`src/rtl/fq_pkg.sv`:
```
package fq_pkg;
    typedef enum logic [0:0] {
        S_RUN     = 1'b0,
        S_RESTART = 1'b1
    } fq_state_e;
endpackage

```
`src/rtl/fq_lane.sv`:
```
// One storage lane: two write ports (older entry on port 0), one read port.
module fq_lane #(
    parameter int W     = 32,
    parameter int DEPTH = 8,
    localparam int PW   = $clog2(DEPTH)
) (
    input  logic          clk,
    input  logic          rst_n,
    input  logic          we0,
    input  logic          we1,
    input  logic [PW-1:0] waddr0,
    input  logic [PW-1:0] waddr1,
    input  logic          swap,
    input  logic [W-1:0]  din_a,
    input  logic [W-1:0]  din_b,
    input  logic [PW-1:0] raddr,
    output logic [W-1:0]  dout
);
    logic [W-1:0] mem [DEPTH];
    logic [W-1:0] port0_data;

    always_comb begin
        port0_data = swap ? din_b : din_a;
    end

    always_ff @(posedge clk) begin
        if (we0) begin
            mem[waddr0] <= port0_data;
        end
        if (we1) begin
            mem[waddr1] <= din_b;
        end
    end

    always_comb begin
        dout = mem[raddr];
    end

    // Second port is only used as the younger half of a pair
    assert_pair_order_R2: assert property (@(posedge clk) disable iff (!rst_n)
        we1 |-> (we0 && !swap && (waddr1 != waddr0)));
endmodule

```
`src/rtl/fq_ctrl.sv`:
```
// Pointer, occupancy and restart control for the decoupled fetch queue.
module fq_ctrl
    import fq_pkg::*;
#(
    parameter int DEPTH = 8,
    parameter int AW    = 32,
    localparam int PW   = $clog2(DEPTH),
    localparam int CW   = $clog2(DEPTH + 1)
) (
    input  logic          clk,
    input  logic          rst_n,
    input  logic          fe_v0,
    input  logic          fe_v1,
    input  logic          deq,
    input  logic          res_valid,
    input  logic [AW-1:0] res_pc,
    input  logic [AW-1:0] head_pc,
    output logic          we0,
    output logic          we1,
    output logic [PW-1:0] waddr0,
    output logic [PW-1:0] waddr1,
    output logic          swap,
    output logic [PW-1:0] raddr,
    output logic          head_valid,
    output logic          fetch_ready,
    output logic          restart_valid,
    output logic [AW-1:0] restart_pc
);
    fq_state_e     state_q, state_d;
    logic [CW-1:0] count_q;
    logic [PW-1:0] wr_q, rd_q;
    logic [AW-1:0] rpc_q;

    logic          in_run;
    logic          mismatch;
    logic          accept;
    logic          pop_ok;
    logic [CW-1:0] n_push;
    logic [CW-1:0] free_slots;

    // State register
    always_ff @(posedge clk) begin
        if (!rst_n) begin
            state_q <= S_RUN;
        end else begin
            state_q <= state_d;
        end
    end

    // Next state: MISMATCH and RESUME transitions
    always_comb begin
        state_d = state_q;
        unique case (state_q)
            S_RUN:     if (mismatch) state_d = S_RESTART;
            S_RESTART: state_d = S_RUN;
            default:   state_d = S_RUN;
        endcase
    end

    // Outputs and datapath controls
    always_comb begin
        in_run        = (state_q == S_RUN);
        free_slots    = CW'(DEPTH) - count_q;
        head_valid    = (count_q != '0);
        mismatch      = in_run && res_valid && head_valid && (res_pc != head_pc);
        fetch_ready   = in_run && (free_slots >= CW'(2));
        accept        = fetch_ready && !mismatch;
        n_push        = accept ? (CW'(fe_v0) + CW'(fe_v1)) : '0;
        pop_ok        = deq && head_valid && !mismatch;
        we0           = accept && (fe_v0 || fe_v1);
        we1           = accept && fe_v0 && fe_v1;
        swap          = !fe_v0;
        waddr0        = wr_q;
        waddr1        = wr_q + PW'(1);
        raddr         = rd_q;
        restart_valid = (state_q == S_RESTART);
        restart_pc    = rpc_q;
    end

    // Pointers and occupancy; flush wins over push and pop
    always_ff @(posedge clk) begin
        if (!rst_n) begin
            count_q <= '0;
            wr_q    <= '0;
            rd_q    <= '0;
            rpc_q   <= '0;
        end else if (mismatch) begin
            count_q <= '0;
            wr_q    <= '0;
            rd_q    <= '0;
            rpc_q   <= res_pc;
        end else begin
            count_q <= count_q + n_push - CW'(pop_ok);
            wr_q    <= wr_q + PW'(n_push);
            rd_q    <= rd_q + PW'(pop_ok);
        end
    end

    assert_no_overflow_R4: assert property (@(posedge clk) disable iff (!rst_n)
        count_q <= CW'(DEPTH));

    assert_restart_pulse_R7: assert property (@(posedge clk) disable iff (!rst_n)
        restart_valid |=> !restart_valid);

    assert_flush_empty_R8: assert property (@(posedge clk) disable iff (!rst_n)
        (in_run && mismatch) |=> (!head_valid && restart_valid && restart_pc == $past(res_pc)));

    assert_restart_closed_R9: assert property (@(posedge clk) disable iff (!rst_n)
        restart_valid |-> (!fetch_ready && !head_valid));

    assert_empty_pop_R5: assert property (@(posedge clk) disable iff (!rst_n)
        (!head_valid && !fe_v0 && !fe_v1) |=> !head_valid);

    assert_empty_resolve_R10: assert property (@(posedge clk) disable iff (!rst_n)
        (in_run && !head_valid) |=> !restart_valid);
endmodule

```
`src/rtl/fetch_decouple_q.sv`:
```
module fetch_decouple_q #(
    parameter int DEPTH = 8,
    parameter int IW    = 32,
    parameter int AW    = 32,
    localparam int PW   = $clog2(DEPTH)
) (
    input  logic          clk,
    input  logic          rst_n,
    input  logic          fe_v0,
    input  logic [IW-1:0] fe_instr0,
    input  logic [AW-1:0] fe_pc0,
    input  logic          fe_v1,
    input  logic [IW-1:0] fe_instr1,
    input  logic [AW-1:0] fe_pc1,
    output logic          fetch_ready,
    output logic          head_valid,
    output logic [IW-1:0] head_instr,
    output logic [AW-1:0] head_pc,
    input  logic          deq,
    input  logic          res_valid,
    input  logic [AW-1:0] res_pc,
    output logic          restart_valid,
    output logic [AW-1:0] restart_pc
);
    logic          we0, we1, swap;
    logic [PW-1:0] waddr0, waddr1, raddr;

    fq_ctrl #(.DEPTH(DEPTH), .AW(AW)) u_ctrl (
        .clk(clk), .rst_n(rst_n),
        .fe_v0(fe_v0), .fe_v1(fe_v1), .deq(deq),
        .res_valid(res_valid), .res_pc(res_pc), .head_pc(head_pc),
        .we0(we0), .we1(we1), .waddr0(waddr0), .waddr1(waddr1),
        .swap(swap), .raddr(raddr), .head_valid(head_valid),
        .fetch_ready(fetch_ready), .restart_valid(restart_valid),
        .restart_pc(restart_pc)
    );

    fq_lane #(.W(IW), .DEPTH(DEPTH)) u_instr_lane (
        .clk(clk), .rst_n(rst_n), .we0(we0), .we1(we1),
        .waddr0(waddr0), .waddr1(waddr1), .swap(swap),
        .din_a(fe_instr0), .din_b(fe_instr1), .raddr(raddr), .dout(head_instr)
    );

    fq_lane #(.W(AW), .DEPTH(DEPTH)) u_pc_lane (
        .clk(clk), .rst_n(rst_n), .we0(we0), .we1(we1),
        .waddr0(waddr0), .waddr1(waddr1), .swap(swap),
        .din_a(fe_pc0), .din_b(fe_pc1), .raddr(raddr), .dout(head_pc)
    );
endmodule

```
`config.mk`:
```
export PLATFORM = sky130hd
export DESIGN_NAME = fetch_decouple_q
export DESIGN_NICKNAME = d
export VERILOG_FILES = /design/src/rtl/fq_pkg.sv /design/src/rtl/fq_lane.sv /design/src/rtl/fq_ctrl.sv /design/src/rtl/fetch_decouple_q.sv
export SDC_FILE = /design/constraint.sdc
export NUM_CORES = 1
export LEC_CHECK = 0
export BUFFER_PORTS_ARGS = -buffer_cell sky130_fd_sc_hd__buf_2
export CAP_MARGIN = 20
export CORE_MARGIN = 3
export CORE_UTILIZATION = 51
export CTS_CLUSTER_SIZE = 24
export DETAILED_ROUTE_END_ITERATION = 12
export GPL_TIMING_DRIVEN = 0
export PLACE_DENSITY = 0.76
export RECOVER_POWER = 50
export SLEW_MARGIN = 40
export SYNTH_ARGS = -nofsm -noshare
export SYNTH_HDL_FRONTEND = slang
export SYNTH_SLANG_ARGS = --single-unit
```
`constraint.sdc`:
```
create_clock -name clk -period 5.6 [get_ports clk]
set_input_delay 0.56 -clock clk [delete_from_list [all_inputs] [get_ports clk]]
set_output_delay 0.56 -clock clk [all_outputs]
set_load 0.03 [all_outputs]
```
### Word-level counts from Yosys, hierarchy flattened

Memory sizes are Yosys's and may differ from the RTL's. A register that Yosys moved wholly into a read port is not among the register bits.
Cells that the tools add are included.

| operators by class | value |
|---|---|
| add/subtract/negate cells | 7 |
| magnitude comparators | 1 |
| equality and inequality tests | 1 |
| multiplexer cells | 11 |
| bitwise operators | 2 |
| reductions and logical operators | 14 |

Operator list:

| kind | count |
|---|---|
| $mux W32 | 2 |
| $ne A32 B32 Y1 | 1 |
| $logic_and A1 B1 Y1 | 10 |
| $mux W3 | 2 |
| $mux W1 | 5 |
| $add A4 B4 Y4 | 1 |
| $ge A4 B2 Y1 const B | 1 |
| $mux W4 | 1 |
| $reduce_bool A4 Y1 | 1 |
| $sub A4 B1 Y4 | 1 |
| $sub A4 B4 Y4 const A | 1 |
| $add A3 B1 Y3 | 1 |
| $add A3 B1 Y3 const B | 1 |
| $add A3 B3 Y3 | 1 |
| $add A1 B1 Y2 | 1 |
| $not A1 Y1 | 2 |
| $pmux W1 S2 | 1 |
| $reduce_or A2 Y1 | 1 |
| $logic_not A1 Y1 | 1 |
| $logic_or A1 B1 Y1 | 1 |

| word-level totals | value |
|---|---|
| bits in registers | 43 |
| memory bits (writable) | 512 |
| input port bits | 166 |
| memories | 2 |

Memory list:

| name | words | width | rd ports | clocked after memory_dff | wr ports | RTL line | source |
|---|---|---|---|---|---|---|---|
| u_instr_lane.mem | 8 | 32 | 1 | 1 | 2 | fq_lane.sv:19 | `logic [W-1:0] mem [DEPTH];` |
| u_pc_lane.mem | 8 | 32 | 1 | 1 | 2 | fq_lane.sv:19 |  |

### Depth between registers and ports, before layout

| logic depth | value |
|---|---|
| word-level depth | 10 |
| gate-level depth with buffers | 21 |
| mapped depth without buffers | 16 |

### Modules after synthesis

From an unflattened synthesis, not the netlist that was laid out.

| second synthesis, totals | value |
|---|---|
| cell total of the unflattened synthesis | 1687 |
| area, all modules | 28791.4 um^2 |

Modules (own cells, without submodules):

| module | times used | cells each | area an instance (um^2) | seq. area each (um^2) |
|---|---|---|---|---|
| fq_lane | 2 | 715 | 13252.7 | 7687.4 |
| fq_ctrl | 1 | 257 | 2285.9 | 860.8 |

### Worst setup path before layout

No wires, ideal clock.

| timing | value |
|---|---|
| path kind | register to register |
| from | reg u_ctrl.raddr[2] (netlist name) |
| to | mem u_instr_lane.mem[3][0], enable pin |
| data arrival time | 5832 ps |
| setup slack | -739 ps |
| cell stages (with the launch flop) | 14 |
| buffers on the path | 4 |
| clock period less this slack | 6339 ps |
| path through | dfxtp_1 > buf_4 > buf_8 > buf_8 > nand2_1 > o22ai_1 > nor3_1 > xor2_1 > nor4_1 > and4_1 > and2_4 > buf_6 > o21ai_1 > a21oi_1 |

RTL lines:

| what | RTL line |
|---|---|
| end, declared | fq_lane.sv:19 |

==> metrics.txt <==
# TYPE chip_impl_metric gauge
chip_impl_metric{name="io_buffers",unit=""} 264
chip_impl_metric{name="comb_power_share",unit="%"} 34.9
chip_impl_metric{name="final_core_util",unit="%"} 58.83
chip_impl_metric{name="intPower",unit="W"} 0.009259
chip_impl_info{name="worstHoldPathType",value="input pin to register"} 1
chip_impl_metric{name="overflow_left_after_global_routing",unit=""} 0
chip_impl_metric{name="synth.mux.area_fraction",unit="%"} 36.08
chip_impl_metric{name="ant_nets",unit=""} 0
chip_impl_metric{name="relative_area_change_from_synthesis_to_final_layout",unit="%"} 12.91
chip_impl_metric{name="netlist-cell-type-count",unit=""} 57
chip_impl_metric{name="period_share",unit="%"} 98.92
chip_impl_info{name="cell_types_occupying_the_most_area_after_synthesis",value="sky130_fd_sc_hd__edfxtp_1 52%, sky130_fd_sc_hd__mux2_4 18%, sky130_fd_sc_hd__mux4_2 7.0%"} 1
chip_impl_info{name="endpoint",value="u_pc_lane.mem[4][20]"} 1
chip_impl_metric{name="seqPwrFrac",unit="%"} 39.2
chip_impl_metric{name="drt_wl_total",unit="um"} 79980
chip_impl_metric{name="fill_cells",unit=""} 4532
chip_impl_metric{name="drt-vias-per-instance",unit=""} 5.924
chip_impl_metric{name="dr_total_vias",unit=""} 17070
chip_impl_metric{name="transition_time_at_the_pin_with_the_least_slew_margin",unit="ns"} 1.477
chip_impl_metric{name="cts-buffers-inserted",unit=""} 59
chip_impl_metric{name="max_slew_margin",unit="%"} 1.514
chip_impl_metric{name="swShare",unit="%"} 34.06
chip_impl_metric{name="number_of_antenna_violations_at_the_first_check_in_global_routing",unit=""} 26
chip_impl_metric{name="globalRouteTotalUtil",unit="%"} 25.62
chip_impl_metric{name="cts_repair_resize_count",unit=""} 0
chip_impl_metric{name="final_nets",unit=""} 2242
chip_impl_metric{name="drt-wirelength-per-cell",unit="um"} 27.76
chip_impl_info{name="crit_start_category",value="register"} 1
chip_impl_metric{name="design_area",unit="mm2"} 0.03355
chip_impl_info{name="path_class",value="register to register"} 1
chip_impl_metric{name="synth_enable_flop_cells",unit=""} 512
chip_impl_info{name="worst_setup_path_end_kind",value="register"} 1
chip_impl_metric{name="synth_xor_xnor_area_share",unit="%"} 0.8547
chip_impl_metric{name="power-per-cell-area",unit="mW/mm2"} 418.5
chip_impl_metric{name="cts_setup_buffers",unit=""} 0
chip_impl_metric{name="critPathArrivalTime",unit="ns"} 5.90
chip_impl_metric{name="worst_setup_hold_path_clk_slew",unit="ns"} 0.06
chip_impl_metric{name="placed_area",unit="mm2"} 0.03315
chip_impl_metric{name="layout-drive-gt1-share",unit="%"} 33.51
chip_impl_metric{name="cts_sinks",unit=""} 555
chip_impl_metric{name="rows",unit=""} 87
chip_impl_metric{name="vias_in_the_first_global_route",unit=""} 17760
chip_impl_metric{name="floorplan.die_area",unit="mm2"} 0.06120
chip_impl_metric{name="yosys_register_bits",unit=""} 555
chip_impl_info{name="worstSetupStartpoint",value="u_ctrl.raddr[0]"} 1
chip_impl_metric{name="timing.critical_path.required",unit="ns"} 5.96
chip_impl_metric{name="postCtsHoldBufs",unit=""} 0
chip_impl_metric{name="synth_area_per_cell",unit="um2"} 17.71
chip_impl_metric{name="synth_nets",unit=""} 1860
chip_impl_info{name="tritoncts",value="done"} 1
chip_impl_metric{name="synth.yosys.seq_area_share",unit="%"} 54.63
chip_impl_metric{name="synth_compound_area_share",unit="%"} 2.265
chip_impl_info{name="cts.root.buffer_cell",value="sky130_fd_sc_hd__clkbuf_16"} 1
chip_impl_metric{name="static_leakage_power",unit="nW"} 11.78
chip_impl_info{name="unrepaired_setup_endpoints_after_global_routing",value="false"} 1
chip_impl_info{name="run_status",value="finished clean"} 1
chip_impl_metric{name="drv.max_cap_violation_count",unit=""} 0
chip_impl_metric{name="p_switching",unit="W"} 0.004784
chip_impl_metric{name="setup_viol",unit=""} 0
chip_impl_info{name="synth_ff_type",value="sky130_fd_sc_hd__edfxtp_1"} 1
chip_impl_info{name="synthDominantAreaCellType",value="sky130_fd_sc_hd__edfxtp_1"} 1
chip_impl_metric{name="max_freq",unit="MHz"} 180.5
chip_impl_metric{name="clk_path_buf_depth",unit=""} 3
chip_impl_metric{name="number_of_violations_reported_at_the_end_of_detailed_routing_iteration_0",unit=""} 1218
chip_impl_metric{name="finClkSkew",unit="ns"} 0.02445
chip_impl_metric{name="timing_max_transition_violations_final",unit=""} 0
chip_impl_metric{name="report.final.hold_viol_count",unit=""} 0
chip_impl_metric{name="top_level_pins",unit=""} 265
chip_impl_metric{name="die_width",unit="um"} 247.4
chip_impl_info{name="synth_top_family_by_area",value="multiplexers"} 1
chip_impl_metric{name="yosys_warnings",unit=""} 0
chip_impl_metric{name="ys_async_sr_fraction",unit="%"} 0
chip_impl_metric{name="synthDominantCellAreaShare",unit="%"} 51.73
chip_impl_info{name="r2r-start",value="u_ctrl.raddr[0]"} 1
chip_impl_metric{name="post-route-min-period",unit="ns"} 5.539
chip_impl_metric{name="synthCells",unit=""} 1678
chip_impl_metric{name="worst_skew_pair.late_latency",unit="ns"} 0.62
chip_impl_metric{name="synth_fa_ha_area_share",unit="%"} 0.7241
chip_impl_info{name="critical_path.reg2reg.endpoint",value="u_pc_lane.mem[4][20]"} 1
chip_impl_metric{name="htree_num_levels",unit=""} 2
chip_impl_metric{name="irDropWorstVdd",unit="mV"} 0.2848
chip_impl_metric{name="preCtsSetupSlack",unit="ns"} 0.3094
chip_impl_metric{name="remaining_drc_errors",unit=""} 0
chip_impl_metric{name="critPathMaxFanout",unit=""} 10
chip_impl_metric{name="r2r.worst_path.cells",unit=""} 12
chip_impl_metric{name="p_clk_share",unit="%"} 25.9
chip_impl_metric{name="grt_first_pass_wirelength",unit="um"} 115100
chip_impl_metric{name="timing.reg2reg.setup_slack",unit="ns"} 0.06
chip_impl_metric{name="core",unit="mm2"} 0.05704
chip_impl_metric{name="grt_start_max_net_pins",unit=""} 16
chip_impl_metric{name="dieHeight",unit="um"} 247.4
chip_impl_metric{name="routabilityCongestion",unit=""} 0.8394
chip_impl_metric{name="detail_route.first_pass.iterations",unit=""} 6
chip_impl_metric{name="final.setup.worst_slack",unit="ns"} 0.06053
chip_impl_metric{name="start_util",unit="%"} 52.10
chip_impl_metric{name="post_synth_and_or_nand_nor_area_fraction",unit="%"} 2.446
chip_impl_metric{name="syn-cell-area",unit="mm2"} 0.02972
chip_impl_metric{name="hpwl",unit="um"} 55820
==> worst max-delay path, cell delays in order (launching register included) <==
cell	delay, ns
sky130_fd_sc_hd__dfxtp_1	0.63
sky130_fd_sc_hd__buf_4	0.31
sky130_fd_sc_hd__buf_2	0.45
sky130_fd_sc_hd__mux2_1	0.44
sky130_fd_sc_hd__xor2_1	0.37
sky130_fd_sc_hd__nor4_1	0.13
sky130_fd_sc_hd__and4_1	0.24
sky130_fd_sc_hd__and2_0	0.25
sky130_fd_sc_hd__buf_6	0.21
sky130_fd_sc_hd__a311oi_1	1.04
sky130_fd_sc_hd__clkbuf_1	0.42
sky130_fd_sc_hd__clkbuf_4	0.38
sky130_fd_sc_hd__mux2_1	0.37
==> sequential cells by signal (all words and copies together), names as in the netlist <==
| signal | cells |
|---|---|
| u_ctrl.restart_pc | 32 |
| u_pc_lane.mem | 256 |
| u_ctrl.restart_valid | 1 |
| u_ctrl.raddr | 3 |
| u_ctrl.count_q | 4 |
| u_instr_lane.mem | 256 |
| u_ctrl.waddr0 | 3 |
==> worst min-delay path by stage <==
stage                          start                     to  cells past startpoint
5_1_grt                    res_pc[6]   u_ctrl.restart_pc[6]                      3
3_3_place_gp    u_ctrl.restart_pc[6]   u_ctrl.restart_pc[6]                      2
6_report                   res_pc[6]   u_ctrl.restart_pc[6]                      3
2_1_floorplan        u_ctrl.raddr[1]        u_ctrl.raddr[1]                      3
3_5_place_dp   u_ctrl.restart_pc[23]  u_ctrl.restart_pc[23]                      2
4_1_cts                    res_pc[2]   u_ctrl.restart_pc[2]                      3
==> power by group through the flow <==
| stage | Combinational [W] | Clock (W) | Sequential, W |
|---|---|---|---|
| 2_1_floorplan | 0.00313 | 0 | 0.00569 |
| 6_report | 0.00490 | 0.00363 | 0.00551 |
| 3_5_place_dp | 0.00517 | 0 | 0.00559 |
| 4_1_cts | 0.00520 | 0.00368 | 0.00550 |
| 3_3_place_gp | 0.00417 | 0 | 0.00560 |
| 5_1_grt | 0.00519 | 0.00382 | 0.00555 |
==> cells in the mapped netlist, types with 4 or more instances <==
cell type and count:
sky130_fd_sc_hd__a211oi_1 4, sky130_fd_sc_hd__a21oi_1 7, sky130_fd_sc_hd__a22o_1 16, sky130_fd_sc_hd__a22oi_1 4, sky130_fd_sc_hd__a311oi_4 6, sky130_fd_sc_hd__a31oi_1 5, sky130_fd_sc_hd__buf_1 9, sky130_fd_sc_hd__buf_2 19
sky130_fd_sc_hd__buf_4 8, sky130_fd_sc_hd__buf_6 44, sky130_fd_sc_hd__buf_8 4, sky130_fd_sc_hd__clkbuf_1 15, sky130_fd_sc_hd__dfxtp_1 43, sky130_fd_sc_hd__edfxtp_1 512, sky130_fd_sc_hd__ha_1 14, sky130_fd_sc_hd__inv_1 22
sky130_fd_sc_hd__mux2_1 130, sky130_fd_sc_hd__mux2_2 70, sky130_fd_sc_hd__mux2_4 360, sky130_fd_sc_hd__mux2i_1 97, sky130_fd_sc_hd__mux4_2 93, sky130_fd_sc_hd__nand2_1 9, sky130_fd_sc_hd__nand3_1 4, sky130_fd_sc_hd__nor2_1 37
sky130_fd_sc_hd__nor2b_1 37, sky130_fd_sc_hd__nor3_1 7, sky130_fd_sc_hd__nor4_1 6, sky130_fd_sc_hd__o21ai_0 6, sky130_fd_sc_hd__o22ai_1 6, sky130_fd_sc_hd__or3_1 9, sky130_fd_sc_hd__xnor2_1 7, sky130_fd_sc_hd__xor2_1 22
==> final cells by class <==
| type | instances | area (um2) | area share, % |
|---|---|---|---|
| flip-flops and latches | 555 | 16240 | 48.39 |
| clock inverters | 20 | 120.1 | 0.3580 |
| inverters | 24 | 90.09 | 0.2685 |
| multi-input cells | 1000 | 11650 | 34.73 |
| clock buffers | 88 | 1635 | 4.874 |
| plain buffers | 99 | 654.4 | 1.950 |
| diodes | 18 | 45.04 | 0.1342 |
| repair buffers | 321 | 2173 | 6.477 |
| well taps | 756 | 945.9 | 2.819 |
==> per-layer routing <==
| layer | vias to the layer above | wire length [um] | global-route usage [%] | share of wire [%] |
|---|---|---|---|---|
| met4 | 20 | 2491 | 9.166 | 3.1 |
| met5 | - | 132 | 0 | 0.17 |
| met1 | 8705 | 32350 | 32.61 | 40 |
| met3 | 189 | 5496 | 5.153 | 6.9 |
| met2 | 677 | 39510 | 43.73 | 49 |
| li1 | 7477 | - | - | - |
==> per-stage QoR <==
| stage | instances | total power [W] | hold slack (ns) | setup TNS (ns) |
|---|---|---|---|---|
| 2_1_floorplan | 1678 | 0.008815 | 0.5911 | -205.41 |
| 3_3_place_gp | 2698 | 0.009773 | 0.4896 | -2331.16 |
| 3_5_place_dp | 2755 | 0.01076 | 0.5009 | 0 |
| 4_1_cts | 2863 | 0.01438 | 0.1921 | 0 |
| 5_1_grt | 2873 | 0.01456 | 0.2321 | 0 |
| 6_report | 2881 | 0.01404 | 0.2231 | 0 |
==> cells by family (layout without fill, tap and decap cells) <==
family          Yosys count  after routing
xor+xnor                 29             29
mux                     750            750
compound gates           72             72
other cells               0             18
flops                   555            555
buf+inv                 123            552
simple gates            133            133
fa+ha+maj                16             16
==> layout by cell type (no fill, tap or decap), types with 43 or more instances in the layout <==
cell type / synthesis / layout
sky130_fd_sc_hd__edfxtp_1: 512 / 512
sky130_fd_sc_hd__mux2_1: 130 / 377
sky130_fd_sc_hd__buf_2: 19 / 243
sky130_fd_sc_hd__mux2_4: 360 / 123
sky130_fd_sc_hd__clkbuf_1: 15 / 104
sky130_fd_sc_hd__mux2i_1: 97 / 97
sky130_fd_sc_hd__mux4_2: 93 / 93
sky130_fd_sc_hd__mux2_2: 70 / 60
sky130_fd_sc_hd__clkbuf_16: 0 / 59
sky130_fd_sc_hd__dfxtp_1: 43 / 43
No activity file was read; power rests on OpenSTA's default activity.
